--- src/rtl/vpp_pkg.sv ---
package vpp_pkg;
  typedef enum logic [3:0] {
    FMT_WIDE   = 4'b0010,
    FMT_NARROW = 4'b0011
  } fmt_e;

  localparam logic [2:0] PAD_HALF = 3'b101;
  localparam logic [1:0] ADDR_FMT = 2'd0;
  localparam logic [1:0] ADDR_PAD = 2'd1;
  localparam logic [1:0] ADDR_CTL = 2'd2;
endpackage

--- src/rtl/vpp_regs.sv ---
module vpp_regs
  import vpp_pkg::*;
#(
  parameter int AW = 2,
  parameter int RW = 8
) (
  input  logic          clk_i,
  input  logic          rst_ni,
  input  logic          we_i,
  input  logic [AW-1:0] addr_i,
  input  logic [RW-1:0] wdata_i,
  output fmt_e          fmt_o,
  output logic          pad_half_o,
  output logic          swap_o,
  output logic          pol_o
);
  fmt_e       fmt_q;
  logic [2:0] pad_q;
  logic       swap_q, pol_q;
  logic       fmt_ok;

  assign fmt_ok = (wdata_i[3:0] == FMT_WIDE) || (wdata_i[3:0] == FMT_NARROW);

  always_ff @(posedge clk_i or negedge rst_ni) begin
    if (!rst_ni) begin
      fmt_q  <= FMT_NARROW;
      pad_q  <= 3'b000;
      swap_q <= 1'b0;
      pol_q  <= 1'b0;
    end else if (we_i) begin
      if (addr_i == AW'(ADDR_FMT) && fmt_ok) fmt_q <= fmt_e'(wdata_i[3:0]);
      if (addr_i == AW'(ADDR_PAD)) pad_q <= wdata_i[2:0];
      if (addr_i == AW'(ADDR_CTL)) begin
        swap_q <= wdata_i[0];
        pol_q  <= wdata_i[1];
      end
    end
  end

  assign fmt_o      = fmt_q;
  assign pad_half_o = (pad_q == PAD_HALF);
  assign swap_o     = swap_q;
  assign pol_o      = pol_q;
endmodule

--- src/rtl/vpp_phase.sv ---
module vpp_phase (
  input  logic clk_i,
  input  logic rst_ni,
  input  logic valid_i,
  output logic slot_o,  // 0 = luma slot, 1 = chroma slot
  output logic odd_o    // pixel parity within the valid run
);
  logic slot_q, odd_q;

  always_ff @(posedge clk_i or negedge rst_ni) begin
    if (!rst_ni) begin
      slot_q <= 1'b0;
      odd_q  <= 1'b0;
    end else if (!valid_i) begin
      slot_q <= 1'b0;
      odd_q  <= 1'b0;
    end else begin
      slot_q <= ~slot_q;
      if (slot_q) odd_q <= ~odd_q;
    end
  end

  assign slot_o = slot_q;
  assign odd_o  = odd_q;
endmodule

--- src/rtl/vpp_fmt.sv ---
module vpp_fmt
  import vpp_pkg::*;
#(
  parameter int DW = 8,
  parameter int LANES = 2,
  localparam int BW = DW * LANES
) (
  input  logic          clk_i,
  input  logic          rst_ni,
  input  fmt_e          fmt_i,
  input  logic          swap_i,
  input  logic          pol_i,
  input  logic          valid_i,
  input  logic          slot_i,
  input  logic          odd_i,
  input  logic [DW-1:0] y_i,
  input  logic [DW-1:0] cb_i,
  input  logic [DW-1:0] cr_i,
  output logic [BW-1:0] pix_o,
  output logic [BW-1:0] oe_o,
  output logic          half_o
);
  logic [BW-1:0] bus_q;
  logic          half_q;
  logic [DW-1:0] chroma;

  assign chroma = (odd_i ^ swap_i) ? cr_i : cb_i;

  always_ff @(posedge clk_i or negedge rst_ni) begin
    if (!rst_ni) begin
      bus_q  <= '0;
      half_q <= 1'b0;
    end else if (!valid_i) begin
      bus_q  <= '0;
      half_q <= pol_i;
    end else begin
      half_q <= ~slot_i ^ pol_i;
      if (fmt_i == FMT_NARROW) bus_q <= {(slot_i ? chroma : y_i), {DW{1'b0}}};
      else if (!slot_i)        bus_q <= {y_i, chroma};
    end
  end

  // upper lane always driven; lower lanes only in the wide format
  for (genvar g = 0; g < LANES; g++) begin : g_lane
    if (g == LANES - 1) begin : g_top
      assign oe_o[g*DW +: DW] = '1;
    end else begin : g_low
      assign oe_o[g*DW +: DW] = {DW{fmt_i == FMT_WIDE}};
    end
  end

  assign pix_o  = bus_q;
  assign half_o = half_q;
endmodule

--- src/rtl/vpp_top.sv ---
module vpp_top
  import vpp_pkg::*;
#(
  parameter int DW = 8,
  parameter int AW = 2,
  parameter int RW = 8,
  localparam int BW = 2 * DW
) (
  input  logic          clk_i,
  input  logic          rst_ni,
  input  logic          cfg_we_i,
  input  logic [AW-1:0] cfg_addr_i,
  input  logic [RW-1:0] cfg_wdata_i,
  input  logic          vid_valid_i,
  input  logic [DW-1:0] vid_y_i,
  input  logic [DW-1:0] vid_cb_i,
  input  logic [DW-1:0] vid_cr_i,
  output logic [BW-1:0] pix_o,
  output logic [BW-1:0] pix_oe_o,
  output logic          clk_half_o,
  output logic          clk_pad_o
);
  fmt_e fmt;
  logic pad_half, swap, pol, slot, odd, half;

  vpp_regs #(.AW(AW), .RW(RW)) u_regs (
    .clk_i, .rst_ni,
    .we_i(cfg_we_i), .addr_i(cfg_addr_i), .wdata_i(cfg_wdata_i),
    .fmt_o(fmt), .pad_half_o(pad_half), .swap_o(swap), .pol_o(pol)
  );

  vpp_phase u_phase (
    .clk_i, .rst_ni, .valid_i(vid_valid_i), .slot_o(slot), .odd_o(odd)
  );

  vpp_fmt #(.DW(DW), .LANES(2)) u_fmt (
    .clk_i, .rst_ni,
    .fmt_i(fmt), .swap_i(swap), .pol_i(pol),
    .valid_i(vid_valid_i), .slot_i(slot), .odd_i(odd),
    .y_i(vid_y_i), .cb_i(vid_cb_i), .cr_i(vid_cr_i),
    .pix_o(pix_o), .oe_o(pix_oe_o), .half_o(half)
  );

  assign clk_half_o = half;
  assign clk_pad_o  = pad_half ? half : (clk_i ^ pol);
endmodule

--- config.mk ---
export PLATFORM = sky130hd
export DESIGN_NAME = vpp_top
export DESIGN_NICKNAME = d
export VERILOG_FILES = /design/src/rtl/vpp_pkg.sv /design/src/rtl/vpp_regs.sv /design/src/rtl/vpp_phase.sv /design/src/rtl/vpp_fmt.sv /design/src/rtl/vpp_top.sv
export SDC_FILE = /design/constraint.sdc
export NUM_CORES = 1
export LEC_CHECK = 0
export ABC_AREA = 0
export ABC_CLOCK_PERIOD_IN_PS = 3700
export BUFFER_PORTS_ARGS = -buffer_cell sky130_fd_sc_hd__buf_2
export CORE_MARGIN = 8
export CORE_UTILIZATION = 30
export DETAILED_ROUTE_END_ITERATION = 10
export PLACE_DENSITY = 0.67
export SLEW_MARGIN = 10
export SYNTH_ARGS = -nofsm -noshare
export SYNTH_HDL_FRONTEND = slang
export SYNTH_SLANG_ARGS = --single-unit
--- constraint.sdc ---
create_clock -name clk_i -period 3.7 [get_ports clk_i]
set_input_delay 0.185 -clock clk_i [delete_from_list [all_inputs] [get_ports clk_i]]
set_output_delay 0.185 -clock clk_i [all_outputs]
set_load 0.03 [all_outputs]
==> results of run 1 <==
[layout by cell type (no fill, tap or decap), types with 4 or more instances in the layout]
cell type,Yosys,final
buf_2,1,59
dfrtp_1,26,26
mux2i_1,8,8
a32oi_1,8,8
o21ai_1,8,8
conb_1,1,8
o2bb2ai_1,7,7
clkbuf_8,0,6
mux2_2,5,5
nand2_1,4,4
and2_1,4,4
[power by group]
group | switching, mW | total [mW] | internal, mW | leakage (nW)
Combinational | 0.185 | 0.274 | 0.0892 | 0.442
Sequential | 0.0249 | 0.370 | 0.345 | 0.356
Clock | 0.144 | 0.316 | 0.172 | 0.0534
[area by class of cell]
class | instances | area [um2] | share of cell area, %
Clock buffer | 8 | 91.3 | 5.35
Timing Repair Buffer | 60 | 308 | 18.0
Sequential cell | 28 | 703 | 41.2
Tap cell | 52 | 65.1 | 3.81
Multi-Input combinational cell | 69 | 539 | 31.6
[final timing paths]
kind                                                    end                         from
worst max-delay path                              clk_pad_o                        clk_i
worst min-delay path            u_fmt.pix_o[10]$_DFFE_PN0P_                   vid_y_i[2]
worst max register to register   u_fmt.pix_o[0]$_DFFE_PN0P_  u_regs.fmt_o[0]$_DFFE_PN1P_
worst min register to register   u_fmt.pix_o[6]$_DFFE_PN0P_   u_fmt.pix_o[6]$_DFFE_PN0P_
max in group asynchronous       u_regs.fmt_o[3]$_DFFE_PN0P_                       rst_ni
min in group asynchronous        u_fmt.pix_o[5]$_DFFE_PN0P_                       rst_ni
[metal layers]
layer,global-route usage (%),up-vias
li1,-,488
met1,10.6,456
met2,13.4,56
met3,6.84,0
met4,4.95,0
met5,0,-
[registers in the layout, indices dropped and copies added, names as in the netlist]
name,flops
u_regs.pad_q,3
u_fmt.half_o,1
u_phase.slot_o,1
u_regs.fmt_o,4
u_phase.odd_o,1
u_regs.swap_o,1
u_regs.pol_o,1
u_fmt.pix_o,16
[worst max-delay path, stage by stage]
cell      delay (ps)
clkbuf_8         110
clkbuf_8         120
xnor2_1          110
o21ai_0           80
o31a_1           160
buf_2            190
[what timing repair did]
item                                   4_1_cts  5_1_grt
hold buffers                                 1        0
gates resized for setup                      0        0
endpoints found under the hold margin       26        0
[cell families after synthesis]
group	after synthesis	share of synthesized area (%)
buffers and inverters	19	9.58
muxes	14	11.0
xor gates and xnor gates	4	4.00
AOI/OAI and AO/OA	26	14.9
and+or+nand+nor	17	8.00
other	1	0.279
DFF	28	52.3
==> impl_metrics.json, run 1 <==
{
  "syn_area_um2": 1350,
  "synth_top_area_share_pct": 48.4,
  "fillers": 440,
  "synth_top_flop_cell": "dfrtp_1",
  "rsz0062_at_grt": "no",
  "start_util_pct": 31.1,
  "maxCapViolCount": 0,
  "routedWlPerCell_um": 14.8,
  "path_class": "clk2out",
  "tightest_slew_ps": 843,
  "chipWidth_um": 83.0,
  "fin_util_pct": 39.5,
  "synthTopCellsByCount": "dfrtp_1 (26), buf_4 (15), a32oi_1 (8), mux2i_1 (8), o21ai_1 (8)",
  "synthesis.instances": 109,
  "synth-edff-count": 0,
  "gp_congestion": 0.659,
  "drc": 0,
  "route.met3.wl_um": 375,
  "finalPower_mw": 0.960,
  "hold_path_depth": 3,
  "startpoint_type": "clock port",
  "p_leak_nw": 0.852,
  "worst_hold_slack_ps": 32.5,
  "clk_pin_slew_ps": 90,
  "synth.most_common_cell": "dfrtp_1",
  "drt_wl_total_um": 3210,
  "critPathRequiredTime_ps": 3510,
  "areaGrowthSynthToFinish_pct": 26.9,
  "ys_seq_area_share_pct": 52.3,
  "grt_overflow": 0,
  "grt_pass1_vias": 1244,
  "viasPerCell": 4.61,
  "core_um2": 4320,
  "instances_no_fill": 217,
  "grt_pass1_wl_um": 5510,
  "cts_tree": "yes",
  "rrSetupSlack_ps": 1940,
  "drtAntennaViolNets": 0,
  "synth_area_leader_cell": "dfrtp_1",
  "rows": 24,
  "maxSlewHeadroom_pct": 43.0,
  "nets": 204,
  "synth_warnings": 0,
  "status": "complete, no violations",
  "reg2reg_depth": 3,
  "grt_usage_pct": 9.64,
  "power.density_nw_per_um2": 562,
  "finalSetupTns_ps": 0,
  "die_h_um": 83.0,
  "cts_setup_buffers": 0,
  "first_iter_violations": 20,
  "postSynthRegisterBits": 28,
  "dr.pass1.iters": 4,
  "dpl_worst_slack_ps": 1190,
  "fin_ws_ps": 897,
  "numPortBuffers": 59,
  "placed_area_um2": 1610,
  "placed_cells": 209,
  "vias": 1000,
  "synth_area_per_cell_um2": 12.3,
  "drive_above_1_share_pct": 45.5,
  "path_max_fanout": 2,
  "dp_hpwl_um": 2530,
  "drt-met1-wl_um": 1420,
  "crit_arrival_ps": 2620,
  "clock_latency_ps": 370,
  "top_layer_used": "met3",
  "hp-class": "in2reg",
  "fin_worst_skew_ps": 5.92,
  "cp-end-kind": "output pin",
  "ys_types": 27,
  "max-vdd-ir-drop_v": 0.000206,
  "finalSetupViolations": 0,
  "grt_max_degree": 29,
  "hold_viol": 0,
  "fin_area_um2": 1710,
  "drv_slew": 0,
  "netlist_top_cells_area": "dfrtp_1 (48%), buf_4 (8.4%), mux2i_1 (6.0%)",
  "pin_count": 72,
  "synthArstFlopShare_pct": 100,
  "dr_wl_met2_um": 1420,
  "antenna_cells": 0,
  "antenna_found_initial": 0,
  "dieArea_um2": 6880
}
Note: power is estimated with default switching activity, not from simulation.
==> run 2: changes to the inputs <==
--- a/config.mk
+++ b/config.mk
@@ -5,13 +5,13 @@
 export SDC_FILE = /design/constraint.sdc
 export NUM_CORES = 1
 export LEC_CHECK = 0
-export ABC_AREA = 0
-export ABC_CLOCK_PERIOD_IN_PS = 3700
+export ABC_AREA = 1
+export ABC_CLOCK_PERIOD_IN_PS = 2700
 export BUFFER_PORTS_ARGS = -buffer_cell sky130_fd_sc_hd__buf_2
 export CORE_MARGIN = 8
 export CORE_UTILIZATION = 30
 export DETAILED_ROUTE_END_ITERATION = 10
-export PLACE_DENSITY = 0.67
+export PLACE_DENSITY = 0.66
 export SLEW_MARGIN = 10
 export SYNTH_ARGS = -nofsm -noshare
 export SYNTH_HDL_FRONTEND = slang
==> constraint.sdc (replaced) <==
create_clock -name clk_i -period 2.7 [get_ports clk_i]
set_input_delay 0.135 -clock clk_i [delete_from_list [all_inputs] [get_ports clk_i]]
set_output_delay 0.135 -clock clk_i [all_outputs]
set_load 0.03 [all_outputs]
==> run 2 against run 1 <==
Against the previous run: area after synthesis grew 15%; sequential cell count is the same; synthesized cell count grew 88%; via count grew 43%; core utilization shrank 1.4 points; final cell count grew 53%; first-iteration DRC count grew to 4.0 times the previous value; highest routed layer is now met4.
==> impl_metrics.json, run 2 <==
{
  "netlist_top_cells_area": "dfrtp_1 (42%), nand3_1 (14%), nand2_1 (13%)",
  "syn_area_um2": 1540,
  "first_iter_violations": 79,
  "start_util_pct": 30.6,
  "cp_common_cell": "clkbuf_8",
  "cp_num_buf_inv": 3,
  "fillers": 544,
  "finalSetupTns_ps": 0,
  "power.density_nw_per_um2": 659,
  "synth-edff-count": 0,
  "pin_count": 72,
  "grt_overflow": 0,
  "max-vdd-ir-drop_v": 0.000224,
  "dr.pass1.iters": 4,
  "ys_types": 20,
  "core_um2": 5040,
  "drt_wl_total_um": 3840,
  "crit_arrival_ps": 2040,
  "cts_resized": 0,
  "synthTopCellsByCount": "nand2_1 (53), nand3_1 (42), inv_1 (32)",
  "synth.most_common_cell": "nand2_1",
  "antenna_found_initial": 0,
  "ys_seq_area_share_pct": 45.6,
  "drc": 0,
  "grt_usage_pct": 10.4,
  "dr_wl_met2_um": 1770,
  "clock_latency_ps": 370,
  "worst_hold_slack_ps": 12.6,
  "clk_pin_slew_ps": 90,
  "gp_congestion": 0.762,
  "fin_worst_skew_ps": 2.84,
  "status": "complete, no violations",
  "viasPerCell": 4.31,
  "cp-end-kind": "output pin",
  "critical_path.cell_chain": "clkbuf_8, clkbuf_8, xnor2_1, o21ai_0, buf_2",
  "finalSetupViolations": 0,
  "cts_tree": "yes",
  "die_h_um": 87.7,
  "rrSetupSlack_ps": 1250,
  "layout_common_cells": "buf_2 (59), nand2_1 (53), nand3_1 (42), inv_1 (32), dfrtp_1 (26)",
  "slowest_stage": "buf_2",
  "critPathTopFamily": "buffers and inverters",
  "vias": 1430,
  "path_class": "clk2out",
  "antenna_cells": 0,
  "route.met3.wl_um": 261,
  "grt_max_degree": 29,
  "top_layer_used": "met4",
  "critPathMaxStageDelay_ps": 220,
  "drt-met1-wl_um": 1760,
  "synth_top_area_share_pct": 42.2,
  "routedWlPerCell_um": 11.6,
  "drv_slew": 0,
  "numPortBuffers": 59,
  "hold_viol": 0,
  "nets": 301,
  "startpoint_type": "clock port",
  "largest_reg_flops": 16,
  "path_max_fanout": 2,
  "synth_top_flop_cell": "dfrtp_1",
  "final_common_cell": "buf_2",
  "areaGrowthSynthToFinish_pct": 24.7,
  "synth_area_per_cell_um2": 7.52,
  "synthesis.instances": 205,
  "synth_area_leader_cell": "dfrtp_1",
  "synthArstFlopShare_pct": 100,
  "maxCapViolCount": 0,
  "grt_pass1_vias": 1444,
  "dieArea_um2": 7690,
  "hp-class": "in2reg",
  "maxSlewHeadroom_pct": 47.7,
  "rows": 26,
  "rsz0062_at_grt": "no",
  "critPathRequiredTime_ps": 2570,
  "dp_hpwl_um": 3090,
  "p_leak_nw": 1.14,
  "synth_warnings": 0,
  "postSynthRegisterBits": 28,
  "drtAntennaViolNets": 0,
  "chipWidth_um": 87.7,
  "drive_above_1_share_pct": 29.0,
  "tightest_slew_ps": 777,
  "grt_pass1_wl_um": 6310
}
## run 2: cell types whose count changed after synthesis, sizes merged, moves of 8 or more
cell     previous run  this run
nand2               4        54
nand3               0        43
inv                 0        36
a32oi               8         0
mux2i               8         0
o2bb2ai             8         0
## run 2: power by group
part	switching (mW)	internal (mW)	leakage [nW]
Sequential	0.0290	0.465	0.359
Clock	0.185	0.225	0.0516
Combinational	0.264	0.0997	0.732
## run 2: cell type report
| class | instances | area [um2] | area share [%] |
|---|---|---|---|
| Tap cell | 70 | 87.6 | 4.56 |
| Inverter | 36 | 135 | 7.03 |
| Timing Repair Buffer | 59 | 300 | 15.6 |
| Clock buffer | 8 | 91.3 | 4.75 |
| Multi-Input combinational cell | 131 | 604 | 31.4 |
| Sequential cell | 28 | 703 | 36.6 |
## run 2: final timing paths
| path | start | to | depth (start not counted) |
|---|---|---|---|
| worst max-delay path | clk_i | clk_pad_o | 5 |
| worst min register to register | u_regs.fmt_o[1]$_DFFE_PN1P_ | u_regs.fmt_o[1]$_DFFE_PN1P_ | 2 |
| max in group asynchronous | rst_ni | u_fmt.pix_o[10]$_DFFE_PN0P_ | 2 |
| worst min-delay path | cfg_wdata_i[2] | u_regs.pad_q[2]$_DFFE_PN0P_ | 3 |
| worst max register to register | u_regs.fmt_o[0]$_DFFE_PN1P_ | u_fmt.pix_o[14]$_DFFE_PN0P_ | 6 |
| min in group asynchronous | rst_ni | u_regs.fmt_o[3]$_DFFE_PN0P_ | 2 |
## run 2: logic make-up after synthesis
logic type / share of synthesized area, %
buffers and inverters: 16.9
other: 0.243
xor gates and xnor gates: 1.14
DFF: 45.6
AOI/OAI and AO/OA: 5.93
and+or+nand+nor: 30.2
## run 2: through the flow
| step | util, % | cell area [um2] | setup slack, ps | total power, mW | cells |
|---|---|---|---|---|---|
| floorplan | - | 1570 | 223 | 0.840 | 212 |
| global placement | 36.2 | 1830 | 800 | 0.932 | 324 |
| detailed placement | 36.2 | 1830 | 800 | 0.938 | 324 |
| CTS | 38.1 | 1920 | 513 | 1.29 | 332 |
| global route | 38.1 | 1920 | 434 | 1.35 | 332 |
| finish | 38.1 | 1920 | 525 | 1.27 | 332 |
## run 2: timing repair
action / 4_1_cts / 5_1_grt
hold buffers: 1 / 0
buffers inserted: 0 / 0
endpoints found under the setup margin: 0 / 0
endpoints found under the hold margin: 26 / 0
## run 2: layer usage
metal,GRT usage [%],vias up
li1,-,733
met1,12.3,646
met2,16.3,48
met3,3.56,3
met4,5.31,0
met5,0,-
## run 2: worst reg2reg max path, stage by stage (launching register included)
cell and delay [ps]:
dfstp_2 550, nand2_1 60, inv_2 60, nand2_2 230, a21oi_4 320, nand3_1 110
nand2_1 70
